File: config.mk
export PLATFORM = sky130hd
export DESIGN_NAME = tx_pad_fcs
export DESIGN_NICKNAME = d
export VERILOG_FILES = /design/src/rtl/txpad_pkg.sv /design/src/rtl/txpad_rst_sync.sv /design/src/rtl/txpad_len_cnt.sv /design/src/rtl/txpad_crc32.sv /design/src/rtl/tx_pad_fcs.sv
export SDC_FILE = /design/constraint.sdc
export NUM_CORES = 1
export LEC_CHECK = 0
export BUFFER_PORTS_ARGS = -buffer_cell sky130_fd_sc_hd__buf_2
export CORE_UTILIZATION = 25
export DETAILED_ROUTE_END_ITERATION = 10
export PLACE_DENSITY = 0.45
export SYNTH_ARGS = -nofsm -noshare
export SYNTH_HDL_FRONTEND = slang
export SYNTH_SLANG_ARGS = --single-unit
File: constraint.sdc
create_clock -name clk -period 2.4 [get_ports clk]
set_clock_uncertainty 0.05 [all_clocks]
set_input_delay 0.24 -clock clk [delete_from_list [all_inputs] [get_ports clk]]
set_output_delay 0.24 -clock clk [all_outputs]
set_load 0.01 [all_outputs]
File: src/rtl/txpad_pkg.sv
package txpad_pkg;

  typedef enum logic [1:0] {
    ST_DATA = 2'd0,
    ST_PAD  = 2'd1,
    ST_FCS  = 2'd2
  } tx_state_e;

  localparam logic [31:0] CRC_POLY_REFL = 32'hEDB8_8320;
  localparam logic [31:0] CRC_SEED      = 32'hFFFF_FFFF;

  // One byte through the reflected CRC-32 register, LSB of the byte first.
  function automatic logic [31:0] crc_byte(input logic [31:0] crc_in, input logic [7:0] b);
    logic [31:0] c;
    logic        fb;
    c = crc_in;
    for (int k = 0; k < 8; k++) begin
      fb = c[0] ^ b[k];
      c  = c >> 1;
      if (fb) c = c ^ CRC_POLY_REFL;
    end
    return c;
  endfunction

endpackage

File: src/rtl/txpad_rst_sync.sv
module txpad_rst_sync #(
  parameter int STAGES = 2
) (
  input  logic clk,
  input  logic rst_n,
  output logic rst_sync_n
);
  logic [STAGES-1:0] sync_q;
  logic [STAGES-1:0] sync_d;

  always_comb begin
    sync_d = {sync_q[STAGES-2:0], 1'b1};
  end

  always_ff @(posedge clk or negedge rst_n) begin
    if (!rst_n) sync_q <= '0;
    else        sync_q <= sync_d;
  end

  assign rst_sync_n = sync_q[STAGES-1];
endmodule

File: src/rtl/txpad_len_cnt.sv
module txpad_len_cnt #(
  parameter int CNT_W = 16
) (
  input  logic             clk,
  input  logic             rst_n,
  input  logic             start,
  input  logic             step,
  output logic [CNT_W-1:0] cnt_o,
  output logic [CNT_W-1:0] cnt_next_o
);
  localparam logic [CNT_W-1:0] CNT_MAX = {CNT_W{1'b1}};
  localparam logic [CNT_W-1:0] CNT_ONE = CNT_W'(1);

  logic [CNT_W-1:0] cnt_q;
  logic [CNT_W-1:0] cnt_d;

  always_comb begin
    if (start)               cnt_next_o = CNT_ONE;
    else if (cnt_q == CNT_MAX) cnt_next_o = CNT_MAX;
    else                     cnt_next_o = cnt_q + CNT_ONE;
    cnt_d = step ? cnt_next_o : cnt_q;
  end

  always_ff @(posedge clk or negedge rst_n) begin
    if (!rst_n) cnt_q <= '0;
    else        cnt_q <= cnt_d;
  end

  assign cnt_o = cnt_q;


  cnt_saturate_chk: assert property (@(posedge clk) disable iff (!rst_n)
    (cnt_q == CNT_MAX && step && !start) |=> (cnt_q == CNT_MAX));
endmodule

File: src/rtl/txpad_crc32.sv
module txpad_crc32
  import txpad_pkg::*;
(
  input  logic        clk,
  input  logic        rst_n,
  input  logic        start,
  input  logic        step,
  input  logic [7:0]  byte_i,
  output logic [31:0] crc_o
);
  logic [31:0] crc_q;
  logic [31:0] crc_d;
  logic [31:0] crc_base;

  always_comb begin
    crc_base = start ? CRC_SEED : crc_q;
    crc_d    = step ? crc_byte(crc_base, byte_i) : crc_q;
  end

  always_ff @(posedge clk or negedge rst_n) begin
    if (!rst_n) crc_q <= CRC_SEED;
    else        crc_q <= crc_d;
  end

  assign crc_o = crc_q;


  crc_hold_chk: assert property (@(posedge clk) disable iff (!rst_n)
    !step |=> $stable(crc_q));
endmodule

File: src/rtl/tx_pad_fcs.sv
module tx_pad_fcs
  import txpad_pkg::*;
#(
  parameter int MIN_FRAME  = 64,
  parameter int CNT_W      = 16,
  parameter int RST_STAGES = 2
) (
  input  logic       clk,
  input  logic       rst_n,
  input  logic       in_valid,
  output logic       in_ready,
  input  logic [7:0] in_data,
  input  logic       in_sof,
  input  logic       in_eof,
  input  logic       in_no_pad,
  input  logic       in_no_crc,
  output logic       out_valid,
  input  logic       out_ready,
  output logic [7:0] out_data,
  output logic       out_sof,
  output logic       out_eof
);
  localparam int FCS_BYTES = 4;
  localparam int IDX_W     = $clog2(FCS_BYTES);
  localparam int MIN_DATA  = MIN_FRAME - FCS_BYTES;
  localparam logic [CNT_W-1:0] MIN_DATA_C = CNT_W'(MIN_DATA);
  localparam logic [IDX_W-1:0] IDX_LAST   = IDX_W'(FCS_BYTES - 1);

  logic             rst_q_n;
  tx_state_e        state_q, state_d;
  logic             np_q, np_d, nc_q, nc_d;
  logic [IDX_W-1:0] idx_q, idx_d;
  logic             cnt_start, cnt_step;
  logic [CNT_W-1:0] cnt_q, cnt_next;
  logic             crc_step;
  logic [7:0]       crc_in;
  logic [31:0]      crc_q, fcs_word;
  logic             eff_np, eff_nc, is_short, add_pad, add_fcs;

  txpad_rst_sync #(.STAGES(RST_STAGES)) u_rst (
    .clk(clk), .rst_n(rst_n), .rst_sync_n(rst_q_n)
  );

  txpad_len_cnt #(.CNT_W(CNT_W)) u_cnt (
    .clk(clk), .rst_n(rst_q_n), .start(cnt_start), .step(cnt_step),
    .cnt_o(cnt_q), .cnt_next_o(cnt_next)
  );

  txpad_crc32 u_crc (
    .clk(clk), .rst_n(rst_q_n), .start(cnt_start), .step(crc_step),
    .byte_i(crc_in), .crc_o(crc_q)
  );

  // Frame start restarts length and CRC; only meaningful in the data phase.
  assign cnt_start = (state_q == ST_DATA) && in_sof;
  assign fcs_word  = ~crc_q;

  // Flag resolution for the byte now at the input.
  always_comb begin
    eff_np   = in_sof ? in_no_pad : np_q;
    eff_nc   = in_sof ? in_no_crc : nc_q;
    is_short = cnt_next < MIN_DATA_C;
    add_pad  = is_short && !eff_np;
    add_fcs  = add_pad || !eff_nc;
  end

  always_comb begin
    state_d   = state_q;
    np_d      = np_q;
    nc_d      = nc_q;
    idx_d     = idx_q;
    in_ready  = 1'b0;
    out_valid = 1'b0;
    out_data  = 8'h00;
    out_sof   = 1'b0;
    out_eof   = 1'b0;
    cnt_step  = 1'b0;
    crc_step  = 1'b0;
    crc_in    = in_data;
    case (state_q)
      ST_DATA: begin
        in_ready  = out_ready;
        out_valid = in_valid;
        out_data  = in_data;
        out_sof   = in_sof;
        out_eof   = in_eof && !add_fcs;
        if (in_valid && out_ready) begin
          cnt_step = 1'b1;
          crc_step = 1'b1;
          if (in_sof) begin
            np_d = in_no_pad;
            nc_d = in_no_crc;
          end
          if (in_eof) begin
            idx_d = '0;
            if (add_pad)      state_d = ST_PAD;
            else if (add_fcs) state_d = ST_FCS;
          end
        end
      end
      ST_PAD: begin
        out_valid = 1'b1;
        crc_in    = 8'h00;
        if (out_ready) begin
          cnt_step = 1'b1;
          crc_step = 1'b1;
          if (cnt_next >= MIN_DATA_C) state_d = ST_FCS;
        end
      end
      ST_FCS: begin
        out_valid = 1'b1;
        out_data  = fcs_word[{idx_q, 3'b000} +: 8];
        out_eof   = (idx_q == IDX_LAST);
        if (out_ready) begin
          if (idx_q == IDX_LAST) begin
            idx_d   = '0;
            state_d = ST_DATA;
          end else begin
            idx_d = idx_q + 1'b1;
          end
        end
      end
      default: state_d = ST_DATA;
    endcase
  end

  always_ff @(posedge clk or negedge rst_q_n) begin
    if (!rst_q_n) begin
      state_q <= ST_DATA;
      np_q    <= 1'b0;
      nc_q    <= 1'b0;
      idx_q   <= '0;
    end else begin
      state_q <= state_d;
      np_q    <= np_d;
      nc_q    <= nc_d;
      idx_q   <= idx_d;
    end
  end


  out_hold_chk: assert property (@(posedge clk) disable iff (!rst_q_n)
    (out_valid && !out_ready) |=> (out_valid && $stable(out_data) && $stable(out_eof)));


  ready_block_chk: assert property (@(posedge clk) disable iff (!rst_q_n)
    (in_valid && in_ready && in_eof && !out_eof) |=> !in_ready);


  pad_bound_chk: assert property (@(posedge clk) disable iff (!rst_q_n)
    (state_q == ST_PAD) |-> (cnt_q < MIN_DATA_C));


  pad_exit_len_chk: assert property (@(posedge clk) disable iff (!rst_q_n)
    (state_q == ST_FCS && $past(state_q) == ST_PAD) |-> (cnt_q == MIN_DATA_C));


  pad_then_fcs_chk: assert property (@(posedge clk) disable iff (!rst_q_n)
    (state_q == ST_PAD) |=> (state_q != ST_DATA));
endmodule

==> impl_metrics.ini, run 1 <==
[status]
outcome = complete, but fails checks
violations = setup timing

[cells_and_area]
final_nets = 561
antenna-diode-count = 0
area_growth_pct = 31.8
seq_area_um2 = 1450
layout.cells.non_filler = 756
layout-drive-gt1-share_pct = 37.6
multi_input_area_um2 = 2760
fillers = 1671

[sta]
fmaxAchievable_mhz = 374
post-route-min-period_ps = 2670
slew_headroom_pct = 51.9
worst_pin_slew_ps = 722
setup_violations = 1
rsz0062_at_grt = true
slew_viol_final = 0
period_share_pct = 111
finalHoldViolCount = 0
final.setup.worst_slack_ps = -272

[yosys]
synth_top_family_by_area = XOR/XNOR gates
ys_ff_latch = 56
yosysTopAreaCell = dfstp_2
synth_fp_nets = 472
synth_compound_area_share_pct = 15.4
synthXorXnorAreaFrac_pct = 21.2
ys_warn_count = 0
yosys-top-cells-count = nand2_1 (55), nor2_1 (46), xnor2_1 (42)
synth_edf_count = 0
yosysMostFrequentCell = nand2_1
ys_async_sr_fraction_pct = 100
synthAdderAreaFrac_pct = 1.80
synth-seq-area-share_pct = 34.5
ys_top_cells_by_area = dfstp_2 (20%), dfrtp_1 (14%), xnor2_1 (8.8%), xnor2_4 (5.9%), nand2_1 (4.9%)
synth_cell_type_count = 58
synthSimpleGateAreaFrac_pct = 18.2
synthFlopType = dfstp_2
postSynthAreaPerCell_um2 = 9.27
synthMuxAreaShare_pct = 5.37
synth_cells = 450
synth_top_area_share_pct = 20.1
synthesis.area_um2 = 4170

[drt]
drc_errors = 0
firstDrtPassIters = 4
drtIter0Drc = 198
highest_layer = met4
via_per_inst = 4.56
met1Wirelength_um = 5490
vias = 3448
wl_per_cell_um = 14.9
wl_met2_um = 5310
wirelength_um = 11200
routed-wl-met3_um = 247
ant_nets = 0

[floorplan]
fp.dieH_um = 131
dieArea_um2 = 17200
num_io_pins = 28
die_x_um = 131
start_util_pct = 25.9
rows = 46
placeableCoreArea_um2 = 16100

[clocking]
path_clk_slew_ps = 70
clk_path_buf_depth = 2
cts_tree = yes
cts.sinks = 56
clockRootBuffer = clkbuf_16
worstSkewPairLatency_ps = 310
htreeDepth = 2
cts_made_buffers = 5

[critical_path]
path_max_fanout = 2
cp.arrival_ps = 2380
crit_start = u_cnt.cnt_o[0]
r2r_slack_ps = 50
critical_path_class = reg2out
required_ps = 2110
end_kind = output port
worstSetupEndpoint = out_eof
cp-start-kind = flop
reg2reg_from = u_cnt.cnt_o[0]
r2r-end = state_q[1]
r2r_cells = 9

[placed_design]
port_buffers = 27
dp_cells = 734
pre_cts_slack_ps = -58.5
dp_hpwl_um = 8040
gp_congestion = 0.845

[min_path]
worstHoldStart = in_no_pad
hold_class = in2reg

[grt]
grt_pass1_wl_um = 18400
antenna_found_initial = 0
grt_overflow_total = 0
grt_pass1_vias = 3429
grt_max_degree = 65
grt_usage_pct = 13.7

[run]
drv_cap = 0
routing by layer:
layer | global-route usage (%) | vias to the layer above
li1 | - | 1744
met1 | 18.1 | 1655
met2 | 22.2 | 35
met3 | 2.62 | 14
met4 | 4.31 | 0
met5 | 0 | -
state kept, by name (all words and copies together), names as in the netlist:
name	flops
np_q	1
state_q	2
nc_q	1
idx_q	2
u_crc.crc_o	32
u_cnt.cnt_o	16
u_rst.sync_q	2
metrics by stage:
stage	setup TNS (ps)	instance area, um2	hold slack (ps)	utilization (%)
3_3_place_gp	-337	5030	-24.2	31.2
5_1_grt	-635	5500	128	34.1
6_report	-272	5500	133	34.1
2_1_floorplan	0	4170	-106	-
4_1_cts	-703	5290	126	32.8
3_5_place_dp	-244	5030	-18.6	31.2
worst min-delay path by stage:
stage / to / slack (ps) / cells past startpoint
6_report: np_q / 130 / 2
4_1_cts: np_q / 130 / 2
2_1_floorplan: u_rst.sync_q[0] / -110 / 0
5_1_grt: np_q / 130 / 2
3_3_place_gp: u_rst.sync_q[0] / -20 / 1
3_5_place_dp: u_rst.sync_q[0] / -20 / 1
kinds of logic after synthesis:
| kind of cell | Yosys count |
|---|---|
| AOI/OAI and AO/OA | 109 |
| xor gates and xnor gates | 74 |
| adders and majority gates | 6 |
| buffers and inverters | 33 |
| DFF | 56 |
| muxes | 12 |
| other | 1 |
| and+or+nand+nor | 159 |
layout by cell type (no fill, tap or decap), drive strengths merged, types with 3 or more instances in the layout:
cell type | Yosys | routed
and3 | 4 | 4
nor2 | 51 | 51
mux2 | 3 | 3
xnor2 | 59 | 59
dfrtp | 24 | 24
inv | 7 | 6
a31oi | 4 | 4
ha | 6 | 6
buf | 6 | 106
mux4 | 8 | 8
nor2b | 9 | 9
o22a | 7 | 7
xor2 | 15 | 15
dfstp | 32 | 32
nand4 | 6 | 6
nand3 | 11 | 11
a21oi | 25 | 25
clkbuf | 20 | 9
o21ai | 55 | 55
nand2 | 56 | 56
nor3 | 6 | 6
and2 | 4 | 4
final cells by class:
type | instances | share of cell area [%]
flip-flops and latches | 56 | 26.3
clock buffers | 8 | 2.66
well taps | 216 | 4.91
inverters | 7 | 0.569
multi-input cells | 361 | 50.2
repair buffers | 108 | 15.4
critical path: stages, from the launching register on:
cell and delay, ps:
dfrtp_1 360, ha_2 190, nand3_2 80, or3_1 310, mux2_4 260, o21ai_1 110
nand4_1 210, o311ai_4 330, o21ai_1 80, buf_2 140
repair_timing:
item                                   in CTS  in global routing
cloned                                      0                  1
pin swaps                                   9                 11
buffers inserted                            6                  9
setup endpoints to repair                  16                 18
gates resized for setup                    16                 19
hold buffers                                1                  0
endpoints found under the hold margin       2                  0
Power of run 1 is not shown: default switching activity piles up to over one toggle a cycle in this logic, so the estimate is an artifact.
==> inputs of run 2 (changes only) <==
Settings changed: SETUP_SLACK_MARGIN from default to 0.2.
==> impl_metrics.ini, run 2 (synthesis gave the netlist of run 1 again) <==
[status]
outcome = complete, but fails checks
violations = setup timing

[drt]
wl_met2_um = 5880
wl_per_cell_um = 15.5
highest_layer = met4
drc_errors = 0
firstDrtPassIters = 5
vias = 3489
drtIter0Drc = 217
ant_nets = 0
routed-wl-met3_um = 343
via_per_inst = 4.55
met1Wirelength_um = 5550
wirelength_um = 11900

[critical_path]
r2r-end = state_q[0]
worstPathCellList = ha_2, nand3_2, or3_1, mux2_4, o21ai_2, nand4_1, o311ai_2, o21ai_1, buf_2
cp.arrival_ps = 2330
required_ps = 2110
reg2reg_from = u_cnt.cnt_o[4]
critical_path.top_delay_family = simple AND/OR/NAND/NOR gates
cpPeakStageDelay_ps = 360
crit_buf_inv = 1
path_max_fanout = 2
critical_path_class = reg2out
crit_slowest_cell = dfrtp_1
r2r_cells = 9
r2r_slack_ps = 20
cp-start-kind = flop
end_kind = output port

[sta]
slew_headroom_pct = 44.3
setup_violations = 1
post-route-min-period_ps = 2620
slew_viol_final = 0
fmaxAchievable_mhz = 381
rsz0062_at_grt = true
worst_pin_slew_ps = 835
final.setup.worst_slack_ps = -224
finalHoldViolCount = 0
period_share_pct = 109

[cells_and_area]
final_common_cell = buf_4
largest_register_ffs = 32
area_growth_pct = 42.8
final_nets = 571
layout-drive-gt1-share_pct = 43.6
final_cell_mix = buf_4 (60), nand2_1 (55), nor2_1 (46), dfstp_2 (32)
antenna-diode-count = 0

[placed_design]
gp_congestion = 0.841
pre_cts_slack_ps = -58.2
port_buffers = 27
dp_hpwl_um = 8320

[clocking]
cts_tree = yes
htreeDepth = 2
cts.sinks = 56
cts_made_buffers = 5
worstSkewPairLatency_ps = 300
clk_path_buf_depth = 2
path_clk_slew_ps = 80
clockRootBuffer = clkbuf_16

[floorplan]
num_io_pins = 28
start_util_pct = 25.9
fp.dieH_um = 131
dieArea_um2 = 17200
rows = 46
placeableCoreArea_um2 = 16100
die_x_um = 131

[grt]
grt_usage_pct = 14.0
grt_overflow_total = 0
grt_pass1_wl_um = 19000
antenna_found_initial = 0
grt_max_degree = 39
grt_pass1_vias = 3491

[min_path]
hold_class = in2reg
worstHoldPathCells = 2
worstHoldStart = in_no_pad
hold_end = np_q

[run]
drv_cap = 0
## run 2: cell count changes in the layout (fill, tap and decap cells not counted), sizes merged
| cell | delta |
|---|---|
| buf | +11 |
| clkinv | -1 |
| inv | +3 |
| clkbuf | -3 |
## run 2: timing repair
| item | in CTS | in global routing |
|---|---|---|
| setup buffers | 22 | 16 |
| hold buffers | 1 | 0 |
| hold endpoints to repair | 2 | 0 |
| resized for setup | 37 | 64 |
| endpoints found under the setup margin | 31 | 28 |
| pin swaps | 15 | 37 |
## run 2: stage by stage
step           setup TNS (ps)  cells  util, %  hold WS, ps  cell area (um2)
2_1_floorplan               0    450        -         -106             4190
3_3_place_gp             -201    719     30.5        -17.5             4920
3_5_place_dp             -144    719     30.5        -15.8             4920
4_1_cts                  -255    750     33.9          147             5470
5_1_grt                  -661    766     37.0          149             5960
6_report                 -224    766     37.0          153             5960
## run 2: worst max path at each step
stage | start | endpoint | slack [ps] | depth (start not counted)
after detailed placement | state_q[1] | u_crc.crc_o[26] | -60 | 11
after global routing | u_cnt.cnt_o[0] | out_eof | -410 | 9
final | u_cnt.cnt_o[0] | out_eof | -220 | 9
after global placement | state_q[1] | u_crc.crc_o[26] | -80 | 11
after floorplan | u_cnt.cnt_o[7] | out_eof | 170 | 8
after CTS | u_cnt.cnt_o[0] | out_eof | -240 | 9
## run 2: routing by layer
metal,up-vias,global-route usage (%)
li1,1759,-
met1,1663,18.9
met5,-,0
met4,0,3.66
met3,8,2.12
met2,59,23.1
## run 2: final cells by class
cell class	instances	area [um2]
fill	1595	10200
sequential	56	1450
tap	216	270
timing repair buffer	118	1040
clock buffer	6	139
clock inverter	2	12.5
inverter	7	31.3
multi-input combinational	361	3020
Power of run 2 is left out for the same reason.
==> inputs of run 3 (changes only) <==
Settings changed: SYNTH_HIERARCHICAL from default to 1.
Clock period 2.4 ns to 3.2 ns, I/O delays scaled along.
==> impl_metrics.ini, run 3 <==
[floorplan]
die_x_um = 134
num_io_pins = 28
placeableCoreArea_um2 = 16800
fp.dieH_um = 134
rows = 47
start_util_pct = 26.0
dieArea_um2 = 17900

[yosys]
synth_cells = 448
synthesis.area_um2 = 4350
ys_warn_count = 6
synth_fp_nets = 470
postSynthAreaPerCell_um2 = 9.71

[pwr]
power_frac_seq_pct = 20.5
vdd_drop_max_v = 0.000736
p_per_area_nw_per_um2 = 1440
p_sw_uw = 3150
power_switching_share_pct = 41.9
intPower_uw = 4380
pwr-share-comb_pct = 71.6
cellLeakagePower_uw = 0.00203
clockPowerShare_pct = 7.9

[sta]
period_share_pct = 94.3
worst_pin_slew_ps = 740
finalHoldViolCount = 0
final.setup.tns_ps = 0
slew_headroom_pct = 50.7
post-route-min-period_ps = 3020
setup_violations = 0
fmaxAchievable_mhz = 331
rsz0062_at_grt = true
slew_viol_final = 0

[min_path]
hold_class = in2reg

[clocking]
worstSkewPairLatency_ps = 310
cts_tree = yes
clockRootBuffer = clkbuf_16
clk_path_buf_depth = 2
cts.sinks = 56
htreeDepth = 2
cts_made_buffers = 5
path_clk_slew_ps = 80

[cells_and_area]
final_nets = 516
final_common_cell = nor2_1
antenna-diode-count = 0
area_growth_pct = 20.4
fillers = 1735
layout.cells.non_filler = 715
largest_register_ffs = 32
final_cell_mix = nor2_1 (66), xnor2_1 (65), buf_4 (33), dfstp_2 (32), a21oi_1 (30)
layout-drive-gt1-share_pct = 36.8

[grt]
grt_max_degree = 48
grt_pass1_wl_um = 18800
grt_usage_pct = 13.5
grt_pass1_vias = 3467
antenna_found_initial = 0
grt_overflow_total = 0

[drt]
ant_nets = 0
wirelength_um = 11400
firstDrtPassIters = 5
vias = 3379
drc_errors = 0
via_per_inst = 4.73
wl_per_cell_um = 16.0
drtIter0Drc = 125

[critical_path]
cp.arrival_ps = 2650
path_max_fanout = 6
cp-start-kind = flop
end_kind = output port
critical_path_class = reg2out
required_ps = 2830

[status]
outcome = finished, final reports clean

[placed_design]
dp_cells = 694
dp_hpwl_um = 8220
gp_congestion = 0.813
port_buffers = 27

[run]
drv_cap = 0
-- run 3: worst paths after layout --
path | to | cells after the start | slack (ps) | from
min in group asynchronous | u_rst/sync_q[1] | 2 | 270 | rst_n
worst min-delay path | np_q | 2 | 190 | in_no_pad
worst max-delay path | out_eof | 12 | 180 | u_cnt/cnt_o[0]
worst min register to register | u_rst/sync_q[1] | 0 | 290 | u_rst/sync_q[0]
max in group asynchronous | u_crc/crc_o[9] | 1 | 1970 | u_rst/sync_q[1]
worst max register to register | u_crc/crc_o[20] | 8 | 350 | state_q[1]
-- run 3: through the flow --
stage	power [uW]	setup slack, ps	utilization, %	hold WS, ps	cell area, um2
floorplan	5570	224	-	-25.6	4360
global placement	6850	166	29.0	60.6	4870
detailed placement	6850	125	29.0	60.2	4870
CTS	7560	201	30.8	181	5160
global route	8140	48.5	31.3	192	5240
finish	7530	182	31.3	188	5240
-- run 3: area by class of cell --
class | instances | area [um2] | area share [%]
tap | 220 | 275 | 5.25
clock buffer | 5 | 125 | 2.39
inverter | 10 | 37.5 | 0.717
timing repair buffer | 65 | 455 | 8.69
sequential | 56 | 1450 | 27.6
clock inverter | 3 | 25.0 | 0.478
multi-input combinational | 356 | 2870 | 54.8
-- run 3: power groups by stage --
stage          clock (uW)  combinational, uW  sequential (uW)
2_1_floorplan           0               4190             1370
3_3_place_gp            0               5300             1540
3_5_place_dp            0               5300             1560
4_1_cts               625               5390             1540
5_1_grt               652               5880             1600
6_report              595               5390             1540
-- run 3: per-layer routing --
metal / up-vias / GRT usage (%) / routed length, um
met3: 14 / 2.00 / 266
met1: 1665 / 17.3 / 5270
li1: 1647 / - / -
met4: 0 / 4.29 / 210
met5: - / 0 / 0
met2: 53 / 23.2 / 5690
-- run 3: worst max-delay path, cell delays in order (launching register included) --
cell     delay [ps]
dfrtp_2         410
buf_6           120
nand4_1         120
buf_6           170
nor4_4          270
buf_4           190
xnor2_2         110
a21oi_2          70
nor4_2          270
nand4_1         190
o21ai_2         200
o21ai_1          70
buf_2           140
-- run 3: what timing repair did --
action | in CTS | in global routing
buffers inserted | 7 | 4
endpoints found under the hold margin | 2 | 0
endpoints found under the setup margin | 1 | 3
pin swaps | 4 | 8
gates resized for setup | 16 | 11
hold buffers | 1 | 0
cloned | 1 | 0
Note: power is estimated with default switching activity, not from simulation.
